**config.mk**
```make
export PLATFORM = sky130hd
export DESIGN_NAME = cmtimer
export DESIGN_NICKNAME = d
export VERILOG_FILES = /design/src/rtl/tmr_pkg.sv /design/src/rtl/tmr_tick_gen.sv /design/src/rtl/tmr_counter.sv /design/src/rtl/cmtimer.sv
export SDC_FILE = /design/constraint.sdc
export NUM_CORES = 1
export LEC_CHECK = 0
export ABC_AREA = 1
export BUFFER_PORTS_ARGS = -buffer_cell sky130_fd_sc_hd__buf_2
export CORE_MARGIN = 2
export CORE_UTILIZATION = 45
export DETAILED_ROUTE_END_ITERATION = 10
export HOLD_SLACK_MARGIN = 0.08
export PLACE_DENSITY = 0.76
export SLEW_MARGIN = 20
export SYNTH_ARGS = -nofsm -noshare
export SYNTH_HDL_FRONTEND = slang
export SYNTH_SLANG_ARGS = --single-unit
```
**constraint.sdc**
```tcl
create_clock -name clk -period 2.5 [get_ports clk]
set_input_delay 0.625 -clock clk [delete_from_list [all_inputs] [get_ports clk]]
set_output_delay 0.625 -clock clk [all_outputs]
set_load 0.005 [all_outputs]
```
**src/rtl/tmr_pkg.sv**
```systemverilog
package tmr_pkg;
  typedef enum logic [1:0] {
    MODE_ONCE   = 2'b00,
    MODE_PERIOD = 2'b01,
    MODE_RSVD   = 2'b10,
    MODE_FREE   = 2'b11
  } tmr_mode_e;

  localparam logic [3:0] OFS_CTRL = 4'h0;
  localparam logic [3:0] OFS_CMP  = 4'h4;
  localparam logic [3:0] OFS_STAT = 4'h8;
  localparam logic [3:0] OFS_DATA = 4'hC;

  localparam int B_LOAD    = 16;
  localparam int B_EVT     = 24;
  localparam int B_ACT     = 25;
  localparam int B_SRST    = 26;
  localparam int B_MODE_LO = 27;
  localparam int B_IE      = 29;
  localparam int B_EN      = 30;
  localparam int B_DBG     = 31;
endpackage

```
**src/rtl/tmr_tick_gen.sv**
```systemverilog
module tmr_tick_gen #(
  parameter int PS_W        = 8,
  parameter int SYNC_STAGES = 2
) (
  input  logic            clk,
  input  logic            rst_n,
  input  logic            run,
  input  logic            clr,
  input  logic            evt_mode,
  input  logic [PS_W-1:0] prescale,
  input  logic            evt_in,
  output logic            tick
);
  logic [SYNC_STAGES-1:0] sync_q;
  logic                   evt_prev;
  logic [PS_W-1:0]        pcnt;
  logic                   ps_hit;
  logic                   evt_rise;

  always_ff @(posedge clk or negedge rst_n) begin
    if (!rst_n) begin
      sync_q   <= '0;
      evt_prev <= 1'b0;
    end else begin
      sync_q   <= {sync_q[SYNC_STAGES-2:0], evt_in};
      evt_prev <= sync_q[SYNC_STAGES-1];
    end
  end

  assign evt_rise = sync_q[SYNC_STAGES-1] & ~evt_prev;
  assign ps_hit   = (pcnt >= prescale);

  always_ff @(posedge clk or negedge rst_n) begin
    if (!rst_n)                pcnt <= '0;
    else if (clr)              pcnt <= '0;
    else if (run && !evt_mode) pcnt <= ps_hit ? '0 : pcnt + 1'b1;
  end

  assign tick = run & (evt_mode ? evt_rise : ps_hit);

  // with a nonzero divider, two steps are never back to back
  p_tick_spacing_r2: assert property (@(posedge clk) disable iff (!rst_n)
    (tick && !evt_mode) |=> (prescale == '0 || !tick || evt_mode));
endmodule

```
**src/rtl/tmr_counter.sv**
```systemverilog
module tmr_counter import tmr_pkg::*; #(
  parameter int CNT_W = 24
) (
  input  logic             clk,
  input  logic             rst_n,
  input  logic             tick,
  input  logic             clr,
  input  tmr_mode_e        mode,
  input  logic [CNT_W-1:0] cmp,
  output logic [CNT_W-1:0] cnt,
  output logic             match
);
  logic [CNT_W-1:0] cnt_inc;

  assign cnt_inc = cnt + 1'b1;
  assign match   = tick & ~clr & (cnt_inc == cmp);

  always_ff @(posedge clk or negedge rst_n) begin
    if (!rst_n)                         cnt <= '0;
    else if (clr)                       cnt <= '0;
    else if (match && mode != MODE_FREE) cnt <= '0;
    else if (tick)                      cnt <= cnt_inc;
  end

  // free-running mode carries on past the compare value
  p_free_passes_r5: assert property (@(posedge clk) disable iff (!rst_n)
    (match && mode == MODE_FREE) |=> (cnt == $past(cmp)));

  // without a step or clear, the counter does not move
  p_hold_idle_r2: assert property (@(posedge clk) disable iff (!rst_n)
    (!tick && !clr) |=> $stable(cnt));
endmodule

```
**src/rtl/cmtimer.sv**
```systemverilog
module cmtimer import tmr_pkg::*; #(
  parameter int PS_W        = 8,
  parameter int CNT_W       = 24,
  parameter int AW          = 4,
  parameter int DW          = 32,
  parameter int SYNC_STAGES = 2
) (
  input  logic          clk,
  input  logic          rst_n,
  input  logic          bus_valid,
  output logic          bus_ready,
  input  logic          bus_write,
  input  logic [AW-1:0] bus_addr,
  input  logic [DW-1:0] bus_wdata,
  output logic [DW-1:0] bus_rdata,
  input  logic          evt_in,
  input  logic          dbg_halt,
  output logic          irq
);
  logic [PS_W-1:0]  ps_q;
  logic             load_q, evt_q, ie_q, en_q, dbg_q, flag_q;
  tmr_mode_e        mode_q;
  logic [CNT_W-1:0] cmp_q, data_q, cnt;
  logic             wr_ctrl, wr_cmp, wr_stat, rd_req;
  logic             active, restart, tick, match;
  logic [DW-1:0]    rd_ctrl;
  logic             unused_act_bit;

  assign bus_ready = 1'b1;
  assign wr_ctrl = bus_valid & bus_write & (bus_addr == OFS_CTRL);
  assign wr_cmp  = bus_valid & bus_write & (bus_addr == OFS_CMP);
  assign wr_stat = bus_valid & bus_write & (bus_addr == OFS_STAT);
  assign rd_req  = bus_valid & ~bus_write;
  assign unused_act_bit = bus_wdata[B_ACT];

  assign active  = en_q & ~(dbg_halt & ~dbg_q);
  assign restart = (wr_ctrl & bus_wdata[B_SRST]) |
                   (wr_cmp & (mode_q != MODE_FREE));

  tmr_tick_gen #(.PS_W(PS_W), .SYNC_STAGES(SYNC_STAGES)) u_tick (
    .clk(clk), .rst_n(rst_n), .run(active), .clr(restart),
    .evt_mode(evt_q), .prescale(ps_q), .evt_in(evt_in), .tick(tick)
  );

  tmr_counter #(.CNT_W(CNT_W)) u_cnt (
    .clk(clk), .rst_n(rst_n), .tick(tick), .clr(restart),
    .mode(mode_q), .cmp(cmp_q), .cnt(cnt), .match(match)
  );

  always_ff @(posedge clk or negedge rst_n) begin
    if (!rst_n) begin
      ps_q   <= '0;
      load_q <= 1'b0;
      evt_q  <= 1'b0;
      mode_q <= MODE_ONCE;
      ie_q   <= 1'b0;
      dbg_q  <= 1'b0;
      en_q   <= 1'b0;
    end else if (wr_ctrl) begin
      ps_q   <= bus_wdata[PS_W-1:0];
      load_q <= bus_wdata[B_LOAD];
      evt_q  <= bus_wdata[B_EVT];
      mode_q <= tmr_mode_e'(bus_wdata[B_MODE_LO +: 2]);
      ie_q   <= bus_wdata[B_IE];
      dbg_q  <= bus_wdata[B_DBG];
      en_q   <= bus_wdata[B_EN] & ~(bus_wdata[B_SRST] & active);
    end else if (match && mode_q == MODE_ONCE) begin
      en_q   <= 1'b0;
    end
  end

  always_ff @(posedge clk or negedge rst_n) begin
    if (!rst_n)      cmp_q <= '0;
    else if (wr_cmp) cmp_q <= bus_wdata[CNT_W-1:0];
  end

  always_ff @(posedge clk or negedge rst_n) begin
    if (!rst_n)                     flag_q <= 1'b0;
    else if (match)                 flag_q <= 1'b1;
    else if (wr_stat && bus_wdata[0]) flag_q <= 1'b0;
  end

  always_ff @(posedge clk or negedge rst_n) begin
    if (!rst_n)      data_q <= '0;
    else if (load_q) data_q <= cnt;
  end

  assign irq = flag_q & ie_q;

  always_comb begin
    rd_ctrl                    = '0;
    rd_ctrl[PS_W-1:0]          = ps_q;
    rd_ctrl[B_LOAD]            = load_q;
    rd_ctrl[B_EVT]             = evt_q;
    rd_ctrl[B_ACT]             = active;
    rd_ctrl[B_MODE_LO +: 2]    = mode_q;
    rd_ctrl[B_IE]              = ie_q;
    rd_ctrl[B_EN]              = en_q;
    rd_ctrl[B_DBG]             = dbg_q;
  end

  always_comb begin
    bus_rdata = '0;
    if (rd_req) begin
      case (bus_addr)
        OFS_CTRL: bus_rdata = rd_ctrl;
        OFS_CMP:  bus_rdata[CNT_W-1:0] = cmp_q;
        OFS_STAT: bus_rdata[0] = flag_q;
        OFS_DATA: bus_rdata[CNT_W-1:0] = data_q;
        default:  bus_rdata = '0;
      endcase
    end
  end

  // the flag survives every cycle without a write-one clear
  p_flag_sticky_r4: assert property (@(posedge clk) disable iff (!rst_n)
    (flag_q && !(wr_stat && bus_wdata[0])) |=> flag_q);

  // a single-shot match stops the timer
  p_once_stops_r5: assert property (@(posedge clk) disable iff (!rst_n)
    (match && mode_q == MODE_ONCE && !wr_ctrl) |=> !en_q);

  // a compare write outside free-running mode restarts from zero
  p_cmp_restart_r6: assert property (@(posedge clk) disable iff (!rst_n)
    (wr_cmp && mode_q != MODE_FREE) |=> (cnt == '0));

  // the software reset bit zeroes the counter and stops an active timer
  p_soft_reset_r7: assert property (@(posedge clk) disable iff (!rst_n)
    (wr_ctrl && bus_wdata[B_SRST] && active) |=> (cnt == '0 && !en_q));

  // with load off the data register keeps its value
  p_load_hold_r8: assert property (@(posedge clk) disable iff (!rst_n)
    !load_q |=> $stable(data_q));

  // an honoured debug halt freezes the counter
  p_halt_freeze_r9: assert property (@(posedge clk) disable iff (!rst_n)
    (dbg_halt && !dbg_q && !(bus_valid && bus_write)) |=> $stable(cnt));
endmodule

```
# Yosys cells after proc, flatten, opt, wreduce, memory -nomap -nowiden
# Cells that the tools add are included.
[classes]
add_sub_neg = 2
magnitude_cmp = 1
eq_ne = 5
mux = 15
bitwise = 23
n_reduce_logical = 11
[ops]
columns = ["operator", "count"]
rows = [
  ["$mux W24", 3],
  ["$pmux W23 S3", 1],
  ["$mux W32", 1],
  ["$mux W8", 4],
  ["$add A24 B1 Y24 const B", 1],
  ["$eq A24 B24 Y1", 1],
  ["$and A1 B1 Y1", 16],
  ["$add A8 B1 Y8 const B", 1],
  ["$eq A4 B4 Y1 const B", 2],
  ["$ge A8 B8 Y1", 1],
  ["$not A1 Y1", 6],
  ["$reduce_bool A2 Y1", 3],
  ["$mux W1", 5],
  ["$eq A4 B3 Y1 const B", 1],
  ["$logic_and A1 B1 Y1", 4],
  ["$logic_not A4 Y1", 1],
  ["$pmux W1 S4", 1],
  ["$reduce_bool A3 Y1", 1],
  ["$logic_not A2 Y1", 1],
  ["$ne A2 B2 Y1 const B", 1],
  ["$logic_not A1 Y1", 1],
  ["$or A1 B1 Y1", 1],
]
[word_totals]
ff_bits = 99
input_bits = 42
out_inout_bits = 34
wordCells = 71

# Depth between registers and ports, before layout
# Gate-level depths: netlist of the first run.
[logic_depth]
word_depth = 10
depth_mapped = 18
depth_no_buf = 17

# By module
# A second synthesis of the first run with hierarchy kept.
[unflattened]
hier_cells = 901
area_unflattened_um2 = 6511.2
[modules_own_cells]
columns = ["mod", "n_inst", "cells_per_inst", "area_per_inst_um2", "seq_area_each_um2"]
rows = [
  ["cmtimer", 1, 375, 3164.3, 1601.5],
  ["tmr_counter", 1, 422, 2528.7, 600.6],
  ["tmr_tick_gen", 1, 104, 818.3, 275.3],
]

# Least setup slack after synthesis of the first run
# No wires, ideal clock.
[synth_timing]
kind = "input to output"
start = "input port bus_addr[1]"
end = "output port bus_rdata[13]"
arrival_time_ns = 1.873
required_ns = 1.875
slack_ns = 0.002
stages = 6
n_path_buf = 1
path_cell_list = "nor2_1 nand3_1 inv_1 clkbuf_1 nand2_1 a21oi_1"
[synth_between]
elab_chain_len = 3
elab_cells_between_ends = 5
classes_between = "eq/ne: 2; mux: 2; reduce/logical: 1"
[synth_lines]
columns = ["element", "line_no", "text"]
rows = [
  ["start: declaration", "cmtimer.sv:13", "input logic [AW-1:0] bus_addr,"],
  ["$eq A4 B4 Y1, or another cell as far along", "cmtimer.sv:105", "case (bus_addr)"],
  ["$pmux W23 S3 *", "cmtimer.sv:105", ""],
  ["$mux W32 *", "cmtimer.sv:104", "if (rd_req) begin"],
  ["end: declaration", "cmtimer.sv:15", "output logic [DW-1:0] bus_rdata,"],
]
# Mark *: on every way between the ends. The rest lies on a longest branch, timed or not.

# Worst setup path after layout of the first run
[layout_timing]
start = "register u_cnt.cnt[0]"
end = "register u_cnt.cnt[19]"
[layout_between]
elab_chain_len = 6
elab_cells_between_ends = 8
classes_between = "add/sub: 1; eq/ne: 1; mux: 3; bitwise: 1; reduce/logical: 2"
[layout_lines]
columns = ["element", "line_no", "text"]
rows = [
  ["start: declaration", "tmr_counter.sv:10", "output logic [CNT_W-1:0] cnt,"],
  ["start signal: assignment", "tmr_counter.sv:22", "else if (tick) cnt <= cnt_inc;"],
  ["$add A24 B1 Y24 *", "tmr_counter.sv:15", "assign cnt_inc = cnt + 1'b1;"],
  ["$eq A24 B24 Y1", "tmr_counter.sv:16", "assign match = tick & ~clr & (cnt_inc == cmp);"],
  ["$and A1 B1 Y1", "tmr_counter.sv:16", ""],
  ["$logic_and A1 B1 Y1", "tmr_counter.sv:21", "else if (match && mode != MODE_FREE) cnt <= '0;"],
  ["$mux W24", "tmr_counter.sv:21", ""],
  ["$mux W24", "tmr_counter.sv:20", "else if (clr) cnt <= '0;"],
]
# Mark *: on every way between the ends. The rest lies on a longest branch, timed or not. The select of a mux whose other input is x is not followed.
# A chain may end at the register's enable or synchronous reset.

==> impl_metrics.json, run 1 <==
{
  "cts_buffer_depth": 2,
  "synthArstFlopShare": 1.000,
  "die_x_um": 118.2,
  "root_buffer": "clkbuf_16",
  "cp-end-kind": "flip-flop",
  "critPathArrivalTime_ns": 2.69,
  "io_pins": 76,
  "start_kind": "flip-flop",
  "yosys_warnings": 0,
  "ys_seq_area_frac": 0.4223,
  "clock_skew_ns": 0.005831,
  "numCtsBuffers": 9,
  "remaining_drc_errors": 0,
  "path_class": "flip-flop to flip-flop",
  "drv_cap": 0,
  "port_buffers": 72,
  "dr_total_vias": 5678,
  "netlist_instances": 844,
  "wire_per_inst_um": 13.54,
  "gp_congestion": 0.8975,
  "syn_area_um2": 5867,
  "relSlewSlack": 0.5894,
  "layout-drive-gt1-share": 0.2050,
  "worstMarginPinSlew_ns": 0.6159,
  "grt_pass1_vias": 5418,
  "grt_overflow": 0,
  "setup_viol": 0,
  "ys_types": 34,
  "place_inst": 1105,
  "final_cells": 1133,
  "clock_latency_ns": 0.35,
  "cts_hold_buf": 0,
  "status": "complete, no violations",
  "hp-class": "input port to async pin",
  "die-area_um2": 13970,
  "cp.required_ns": 2.74,
  "grt_pass1_wl_mm": 25.51,
  "period_share": 0.9813,
  "rows": 41,
  "ys_ff_latch": 99,
  "synth_edf_count": 0,
  "cts_tree": "built",
  "ant_nets": 0,
  "path_max_fanout": 7,
  "ys.flop_type": "dfrtp_1",
  "drv_slew": 0,
  "grt_setup_unrepaired": "yes",
  "htree_levels": 3,
  "final_cell_mix": "247 x nand2_1, 132 x inv_1, 95 x dfrtp_1",
  "fin_crit_ns": 2.453,
  "synth_area_per_cell_um2": 6.951,
  "grt_max_degree": 40,
  "wirelength_mm": 15.34,
  "area_growth_pct": 23.27,
  "layout_commonest_cell": "nand2_1",
  "antenna_found_initial": 0,
  "drt-initial-drc-count": 413,
  "vdd_drop_max_mv": 0.4573,
  "synth_nets": 896,
  "n_antenna_cell": 0,
  "setup_tns_ns": 0,
  "grt_usage": 0.2256,
  "max_stage_delay_ns": 0.38,
  "p_leak_nw": 3.580,
  "cts.clk_slew.worst_paths_ns": 0.07,
  "worstPathCellList": "ha_2 > nand2_2 > nor2_4 > nand2_4 > o21ai_1 > nand3_1 > nand2_1 > nand3_1 > nor2_1 > nand2_1 > nor2_2 > nand3_2 > nand2_4 > clkbuf_16 > nor2_1",
  "finalHoldViolCount": 0,
  "fmax_mhz": 407.6,
  "dpl.hpwl_mm": 11.15,
  "pwr_density_cell_nw_per_um2": 704.9,
  "coreArea_um2": 12670,
  "nets": 1008,
  "vias_per_cell": 5.011,
  "cts.sinks": 99,
  "die_y_um": 118.2,
  "cp_slowest_cell": "dfrtp_1",
  "start_util": 0.4630,
  "dr.pass1.iters": 7
}
-- synth_stat cells, types with 2 or more instances --
cell      count  area share
o21ai_0      93       0.079
nand4_1       9      0.0096
dfrtp_1      99        0.42
nand2_1     257        0.16
buf_4         2      0.0026
nand2_2       3      0.0032
nand2_4       2      0.0038
nand3_1      54       0.046
inv_1       134       0.086
buf_6         2      0.0038
clkinv_1      3      0.0019
o22ai_1      10       0.011
nor2_1       72       0.046
xor2_1        7       0.010
ha_1         10       0.021
xnor3_1       2      0.0077
nor2_2       15       0.016
nor3_1       10      0.0085
nor2_4        4      0.0077
o211ai_1      2      0.0026
a21oi_1      24       0.020
conb_1        2      0.0013
clkbuf_1     17       0.011
-- state kept, by name, summed over array words and instances (netlist names) --
signal and count:
cmp_q 24, data_q 24, dbg_q 1, en_q 1
evt_q 1, flag_q 1, ie_q 1, load_q 1
mode_q 2, ps_q 8, u_cnt.cnt 24, u_tick.evt_prev 1
u_tick.pcnt 8, u_tick.sync_q 2
-- timing repair --
action                     CTS  global route
buffers inserted             0            11
setup endpoints to repair    0            49
gates resized for setup      0            46
-- layer usage --
layer	global-route usage	wire length, um	vias to the layer above
met5	0	0	-
met4	0.07154	271	0
met3	0.03716	589	25
met2	0.3652	7272	126
met1	0.3098	7209	2650
li1	-	-	2877
-- worst max-delay path: cells and delay by family (launching register included) --
family	cells	cell delay [ns]
fa+ha+maj	1	0.20
compound gates	1	0.21
simple gates	12	1.38
buf+inv	1	0.17
flops	1	0.38
-- area by class of cell --
class	count	area (um^2)
clock inverter	5	53.80
clock buffer	11	232.7
fill	1205	5439
sequential	99	2482
tap	172	215.2
multi-input combinational	586	2900
timing repair buffer	123	833.3
inverter	137	514.2
-- through the flow --
| stage | setup slack (ns) | hold slack, ns | power, mW | util | instance area, um^2 |
|---|---|---|---|---|---|
| global route | -0.1008 | 0.2952 | 5.476 | 0.5708 | 7232 |
| floorplan | 0.001986 | 0.3294 | 3.188 | - | 5867 |
| detailed placement | 0.03877 | 0.3347 | 3.668 | 0.5284 | 6695 |
| global placement | 0.07312 | 0.3385 | 3.602 | 0.5284 | 6695 |
| CTS | 0.06079 | 0.2751 | 5.049 | 0.5510 | 6982 |
| finish | 0.04676 | 0.2529 | 5.098 | 0.5708 | 7232 |
-- kinds of logic after synthesis --
family	after synthesis	synth area share
compound gates	136	0.1218
xor+xnor	10	0.01962
fa+ha+maj	10	0.02133
buf+inv	159	0.1056
flops	99	0.4223
other cells	2	0.001280
simple gates	428	0.3082
-- path summary, 6_finish.rpt --
| kind | from | endpoint | slack (ns) | cells past startpoint |
|---|---|---|---|---|
| worst max-delay path | u_cnt.cnt[0] | u_cnt.cnt[19] | 0.05 | 15 |
| worst min-delay path | rst_n | cmp_q[9] | 0.25 | 1 |
| worst max register to register | u_cnt.cnt[0] | u_cnt.cnt[19] | 0.05 | 15 |
| worst min register to register | u_tick.sync_q[0] | u_tick.sync_q[1] | 0.35 | 0 |
| max in group asynchronous | rst_n | en_q | 1.59 | 2 |
| min in group clk | u_tick.sync_q[0] | u_tick.sync_q[1] | 0.35 | 0 |
-- power breakdown --
part	internal (mW)	total [mW]	switching, mW
registers	1.95	2.25	0.302
logic	0.566	1.46	0.899
clock network	0.773	1.38	0.607
total	3.29	5.10	1.81
Note: power is estimated with default switching activity, not from simulation.
==> run 2: changes to the inputs <==
--- a/config.mk
+++ b/config.mk
@@ -7,6 +7,7 @@
 export LEC_CHECK = 0
 export ABC_AREA = 1
 export BUFFER_PORTS_ARGS = -buffer_cell sky130_fd_sc_hd__buf_2
+export CORE_ASPECT_RATIO = 2
 export CORE_MARGIN = 2
 export CORE_UTILIZATION = 45
 export DETAILED_ROUTE_END_ITERATION = 10
==> run 2 against run 1 <==
  * Wire length grew 0.57%
  * Flip-flop and latch count is the same
  * Critical path type unchanged
  * Critical path depth grew 1
  * Combinational power shrank 3%
  * Register-to-register slack lost 0.04 ns
  * Global-route usage is essentially flat
  * Die area grew 0.40%
==> impl_metrics.json, run 2 (synthesis gave the netlist of run 1 again) <==
{
  "cp-end-kind": "flip-flop",
  "finalHoldViolCount": 0,
  "switching_share": 0.3438,
  "status": "complete, no violations",
  "ant_nets": 0,
  "grt_overflow": 0,
  "crit_buf_inv": 2,
  "fin_crit_ns": 2.497,
  "die-area_um2": 14020,
  "relSlewSlack": 0.5963,
  "r2r_start": "u_cnt.cnt[1]",
  "start_util": 0.4568,
  "wirelength_mm": 15.43,
  "vdd_drop_max_mv": 0.4570,
  "reg2reg_depth": 16,
  "hp-class": "input port to async pin",
  "p_leak_nw": 3.515,
  "drv_slew": 0,
  "antenna_found_initial": 0,
  "post-place-ws_ns": 0.0002132,
  "vias_per_cell": 5.196,
  "internal_power_mw": 3.461,
  "drv_cap": 0,
  "critPathArrivalTime_ns": 2.74,
  "cts_buffer_depth": 2,
  "pwr_density_cell_nw_per_um2": 741.6,
  "area_growth_pct": 21.22,
  "cts.sinks": 99,
  "p_comb_frac": 0.268,
  "setup_viol": 0,
  "power_frac_seq": 0.428,
  "clock_skew_ns": 0.006728,
  "port_buffers": 72,
  "worstPathCellList": "ha_2 > nand2_2 > nor2_4 > buf_12 > nand2_8 > o21ai_0 > nand3_1 > nand2_1 > nand3_1 > nor2_1 > nand2_2 > nor2_4 > nand3_2 > nand2_4 > clkbuf_16 > nor2_1",
  "cts_tree": "built",
  "max_stage_delay_ns": 0.36,
  "die_x_um": 84.74,
  "cp.required_ns": 2.75,
  "period_share": 0.9986,
  "placed_area_um2": 6660,
  "reg_top3": "cmp_q: 24 flops, data_q: 24 flops, u_cnt.cnt: 24 flops",
  "layout_commonest_cell": "nand2_1",
  "final_area_um2": 7112,
  "nets": 996,
  "gp_congestion": 0.9256,
  "place_inst": 1082,
  "coreArea_um2": 12840,
  "switchingPower_mw": 1.813,
  "grt_usage": 0.2260,
  "total_power_mw": 5.274,
  "cp_slowest_cell": "dfrtp_1",
  "root_buffer": "clkbuf_16",
  "final_cell_mix": "255 x nand2_1, 132 x inv_1, 99 x dfrtp_1",
  "r2r-end": "u_cnt.cnt[15]",
  "die_y_um": 165.5,
  "fin_util": 0.5537,
  "grt_max_degree": 49,
  "dpl.hpwl_mm": 11.45,
  "critPathTopFamily": "simple AND/OR/NAND/NOR gates",
  "path_max_fanout": 7,
  "n_antenna_cell": 0,
  "dr_total_vias": 5721,
  "final_cells": 1101,
  "htree_levels": 3,
  "io_pins": 76,
  "cts.clk_slew.worst_paths_ns": 0.07,
  "start_kind": "flip-flop",
  "rrSetupSlack_ns": 0.003,
  "wire_per_inst_um": 14.02,
  "cts_hold_buf": 0,
  "clock_latency_ns": 0.35,
  "remaining_drc_errors": 0,
  "rows": 59,
  "grt_setup_unrepaired": "yes",
  "path_class": "flip-flop to flip-flop",
  "p_clk_frac": 0.303,
  "grt_pass1_vias": 5421,
  "drt-initial-drc-count": 351,
  "layout-drive-gt1-share": 0.1760,
  "numCtsBuffers": 9,
  "final.setup.worst_slack_ns": 0.003456,
  "dr.pass1.iters": 5,
  "grt_pass1_wl_mm": 25.37,
  "fmax_mhz": 400.6,
  "worstMarginPinSlew_ns": 0.6056
}
-- run 2: cell count changes in the layout (fill, tap and decap cells not counted), moves of 4 or more --
cell / change
buf_4: -11
nand2_2: -8
nand2_1: +8
dfrtp_2: -4
dfrtp_1: +4
-- run 2: worst reg2reg max path: cells and delay by family, from the launching register on --
| kind | cells | cell delay [ns] |
|---|---|---|
| AOI/OAI and AO/OA | 1 | 0.28 |
| adders and majority gates | 1 | 0.21 |
| buffers and inverters | 2 | 0.31 |
| DFF | 1 | 0.36 |
| and+or+nand+nor | 12 | 1.25 |
-- run 2: worst max path at each step --
| stage | from | endpoint | slack (ns) | depth (start not counted) |
|---|---|---|---|---|
| 6_report | u_cnt.cnt[1] | u_cnt.cnt[15] | 0.003 | 16 |
| 5_1_grt | u_cnt.cnt[1] | u_cnt.cnt[16] | -0.13 | 16 |
| 4_1_cts | u_cnt.cnt[0] | u_cnt.cnt[21] | 0.0004 | 17 |
| 3_5_place_dp | bus_addr[1] | u_cnt.cnt[20] | 0.0002 | 16 |
| 3_3_place_gp | bus_addr[1] | u_cnt.cnt[0] | 0.03 | 16 |
| 2_1_floorplan | bus_addr[1] | bus_rdata[13] | 0.002 | 6 |
-- run 2: timing repair --
| action | CTS | global route |
|---|---|---|
| endpoints found under the setup margin | 14 | 27 |
| cloned | 0 | 1 |
| buffers inserted | 0 | 2 |
| gates resized for setup | 1 | 20 |
| pin swaps | 0 | 12 |
-- run 2: power groups by stage --
| stage | Clock [mW] | Combinational [mW] | Sequential, mW |
|---|---|---|---|
| final | 1.60 | 1.41 | 2.26 |
| after global routing | 1.70 | 1.63 | 2.31 |
| after floorplan | 0 | 1.00 | 2.19 |
| after global placement | 0 | 1.31 | 2.26 |
| after detailed placement | 0 | 1.38 | 2.28 |
| after CTS | 1.62 | 1.39 | 2.25 |
-- run 2: cell type report --
| type | count | area [um^2] |
|---|---|---|
| flip-flops and latches | 99 | 2477 |
| multi-input cells | 586 | 2836 |
| fillers | 1211 | 5733 |
| clock buffers | 10 | 229.0 |
| well taps | 152 | 190.2 |
| clock inverters | 6 | 113.9 |
| repair buffers | 111 | 748.2 |
| inverters | 137 | 516.7 |
-- run 2: routing by layer --
layer,vias up,part of all wire,global-route usage
met1,2651,0.41,0.2864
met5,-,0,0
met4,0,0.025,0.06710
met2,192,0.50,0.3958
li1,2849,-,-
met3,29,0.061,0.03579
-- run 2: per-stage QoR --
step | TNS [ns] | hold slack (ns)
global placement | 0 | 0.3460
global route | -2.489 | 0.1968
detailed placement | 0 | 0.3464
CTS | 0 | 0.1842
finish | 0 | 0.1787
floorplan | 0 | 0.3294
==> run 3: changes to the inputs <==
--- a/config.mk
+++ b/config.mk
@@ -12,7 +12,7 @@
 export CORE_UTILIZATION = 45
 export DETAILED_ROUTE_END_ITERATION = 10
 export HOLD_SLACK_MARGIN = 0.08
-export PLACE_DENSITY = 0.76
+export PLACE_DENSITY_LB_ADDON = 0.05
 export SLEW_MARGIN = 20
 export SYNTH_ARGS = -nofsm -noshare
 export SYNTH_HDL_FRONTEND = slang
==> run 3 against run 2 <==
  * Clock skew up 0.0027 ns
  * Sequential share of layout area fell by 0.65 points
  * Critical path depth stayed put
  * Utilization grew 1.1 points
  * Critical path type unchanged
==> impl_metrics.json, run 3 (synthesis gave the netlist of run 1 again) <==
{
  "cp.required_ns": 2.74,
  "gp_congestion": 0.8962,
  "wirelength_mm": 15.61,
  "layout_commonest_cell": "nand2_1",
  "nets": 1017,
  "r2r-end": "u_cnt.cnt[14]",
  "grt_setup_unrepaired": "yes",
  "setup_tns_ns": 0,
  "root_buffer": "clkbuf_16",
  "drt-initial-drc-count": 260,
  "grt_overflow": 0,
  "dpl.hpwl_mm": 11.92,
  "startpoint": "u_cnt.cnt[0]",
  "p_leak_nw": 3.630,
  "switching_share": 0.3456,
  "fin_crit_ns": 2.420,
  "vias_per_cell": 4.983,
  "max_stage_delay_ns": 0.36,
  "critPathArrivalTime_ns": 2.66,
  "die-area_um2": 14020,
  "worstMarginPinSlew_ns": 0.5283,
  "p_clk_frac": 0.281,
  "grt_max_degree": 45,
  "remaining_drc_errors": 0,
  "grt_pass1_wl_mm": 25.67,
  "pwr_density_cell_nw_per_um2": 714.6,
  "period_share": 0.9682,
  "final_cells": 1121,
  "placed_area_um2": 6795,
  "clock_latency_ns": 0.35,
  "path_class": "flip-flop to flip-flop",
  "status": "complete, no violations",
  "ant_nets": 0,
  "clock_skew_ns": 0.009413,
  "final_area_um2": 7247,
  "rrSetupSlack_ns": 0.08,
  "grt_usage": 0.2317,
  "internal_power_mw": 3.389,
  "r2r_start": "u_cnt.cnt[0]",
  "cts_buffer_depth": 2,
  "setup_viol": 0,
  "worstSetupEndpoint": "u_cnt.cnt[14]",
  "drv_cap": 0,
  "path_max_fanout": 10,
  "drv_slew": 0,
  "die_x_um": 84.74,
  "antenna_found_initial": 0,
  "rows": 59,
  "cts_hold_buf": 0,
  "path_common_cell": "nand2_1",
  "dr.pass1.iters": 5,
  "layout-drive-gt1-share": 0.1961,
  "place_inst": 1100,
  "cts.sinks": 99,
  "port_buffers": 72,
  "hp-class": "input port to async pin",
  "reg_top3": "cmp_q: 24 flops, data_q: 24 flops, u_cnt.cnt: 24 flops",
  "dr_total_vias": 5586,
  "cp-end-kind": "flip-flop",
  "area_growth_pct": 23.52,
  "finalHoldViolCount": 0,
  "wire_per_inst_um": 13.92,
  "numCtsBuffers": 9,
  "power_frac_seq": 0.428,
  "total_power_mw": 5.178,
  "reg2reg_depth": 16,
  "n_antenna_cell": 0,
  "cts.clk_slew.worst_paths_ns": 0.07,
  "coreArea_um2": 12840,
  "cts_tree": "built",
  "switchingPower_mw": 1.790,
  "cp_slowest_cell": "dfrtp_1",
  "vdd_drop_max_mv": 0.4851,
  "p_comb_frac": 0.291,
  "grt_pass1_vias": 5339,
  "die_y_um": 165.5,
  "final_cell_mix": "254 x nand2_1, 133 x inv_1, 99 x dfrtp_1",
  "start_util": 0.4568,
  "fmax_mhz": 413.1,
  "htree_levels": 3,
  "relSlewSlack": 0.6478,
  "worstPathCellList": "ha_2 > nand2_2 > nor2_4 > nand2_4 > buf_4 > nand2_1 > nand2_1 > nand2_1 > nand3_1 > nor2_2 > nand3_2 > nor2_4 > nand3_2 > nand2_4 > buf_12 > nor2_1",
  "start_kind": "flip-flop",
  "io_pins": 76
}
==> run 3: cell types whose count changed in the layout (fill, tap and decap cells not counted), moves of 2 or more <==
cell,delta
buf_4,+21
nor2_4,+5
clkbuf_8,+3
nor2_2,-3
bufinv_16,-2
nor2_1,-2
==> run 3: layout make-up <==
type | instances | area (um^2)
clock buffer | 12 | 266.5
clock inverter | 3 | 46.29
fill | 1328 | 5598
inverter | 137 | 514.2
multi-input combinational | 586 | 2860
sequential | 99 | 2477
tap | 152 | 190.2
timing repair buffer | 132 | 892.1
==> run 3: what timing repair did <==
action                                  in CTS  in global routing
pin swaps                                    0                  8
gates cloned                                 0                  0
resized for setup                            2                 26
setup buffers                                0                  6
endpoints found under the setup margin      35                 45
hold endpoints to repair                     0                  0
==> run 3: worst min-delay path by stage <==
| stage | slack, ns | depth (start not counted) | startpoint | to |
|---|---|---|---|---|
| 3_5_place_dp | 0.36 | 0 | u_tick.sync_q[0] | u_tick.sync_q[1] |
| 4_1_cts | 0.26 | 1 | rst_n | data_q[21] |
| 2_1_floorplan | 0.33 | 0 | rst_n | cmp_q[0] |
| 6_report | 0.25 | 1 | rst_n | data_q[21] |
| 5_1_grt | 0.28 | 1 | rst_n | data_q[21] |
| 3_3_place_gp | 0.35 | 0 | u_tick.sync_q[0] | u_tick.sync_q[1] |
==> run 3: per-layer routing <==
metal  vias up  routed length [um]  GRT usage
li1       2891                   -          -
met1      2592                6827     0.2893
met2        86                8214     0.4277
met3        17                 371    0.02386
met4         0                 193    0.05267
met5         -                   0          0
==> run 3: per-stage QoR <==
stage | hold WS, ns | utilization | setup WS, ns
2_1_floorplan | 0.3294 | - | 0.001986
3_3_place_gp | 0.3495 | 0.5290 | -0.02836
3_5_place_dp | 0.3550 | 0.5290 | -0.08233
4_1_cts | 0.2613 | 0.5538 | 0.001731
5_1_grt | 0.2846 | 0.5642 | -0.05316
6_report | 0.2484 | 0.5642 | 0.07955
==> run 3: power groups by stage <==
stage | Combinational [mW] | Clock (mW) | Sequential [mW]
2_1_floorplan | 1.00 | 0 | 2.19
3_3_place_gp | 1.45 | 0 | 2.24
3_5_place_dp | 1.49 | 0 | 2.25
4_1_cts | 1.50 | 1.49 | 2.22
5_1_grt | 1.76 | 1.54 | 2.27
6_report | 1.51 | 1.45 | 2.22
==> run 3: critical path: cells and delay by family (launching register included) <==
| family | cells | cell delay (ns) |
|---|---|---|
| buffers and inverters | 2 | 0.30 |
| and+or+nand+nor | 13 | 1.42 |
| adders and majority gates | 1 | 0.20 |
| DFF | 1 | 0.36 |
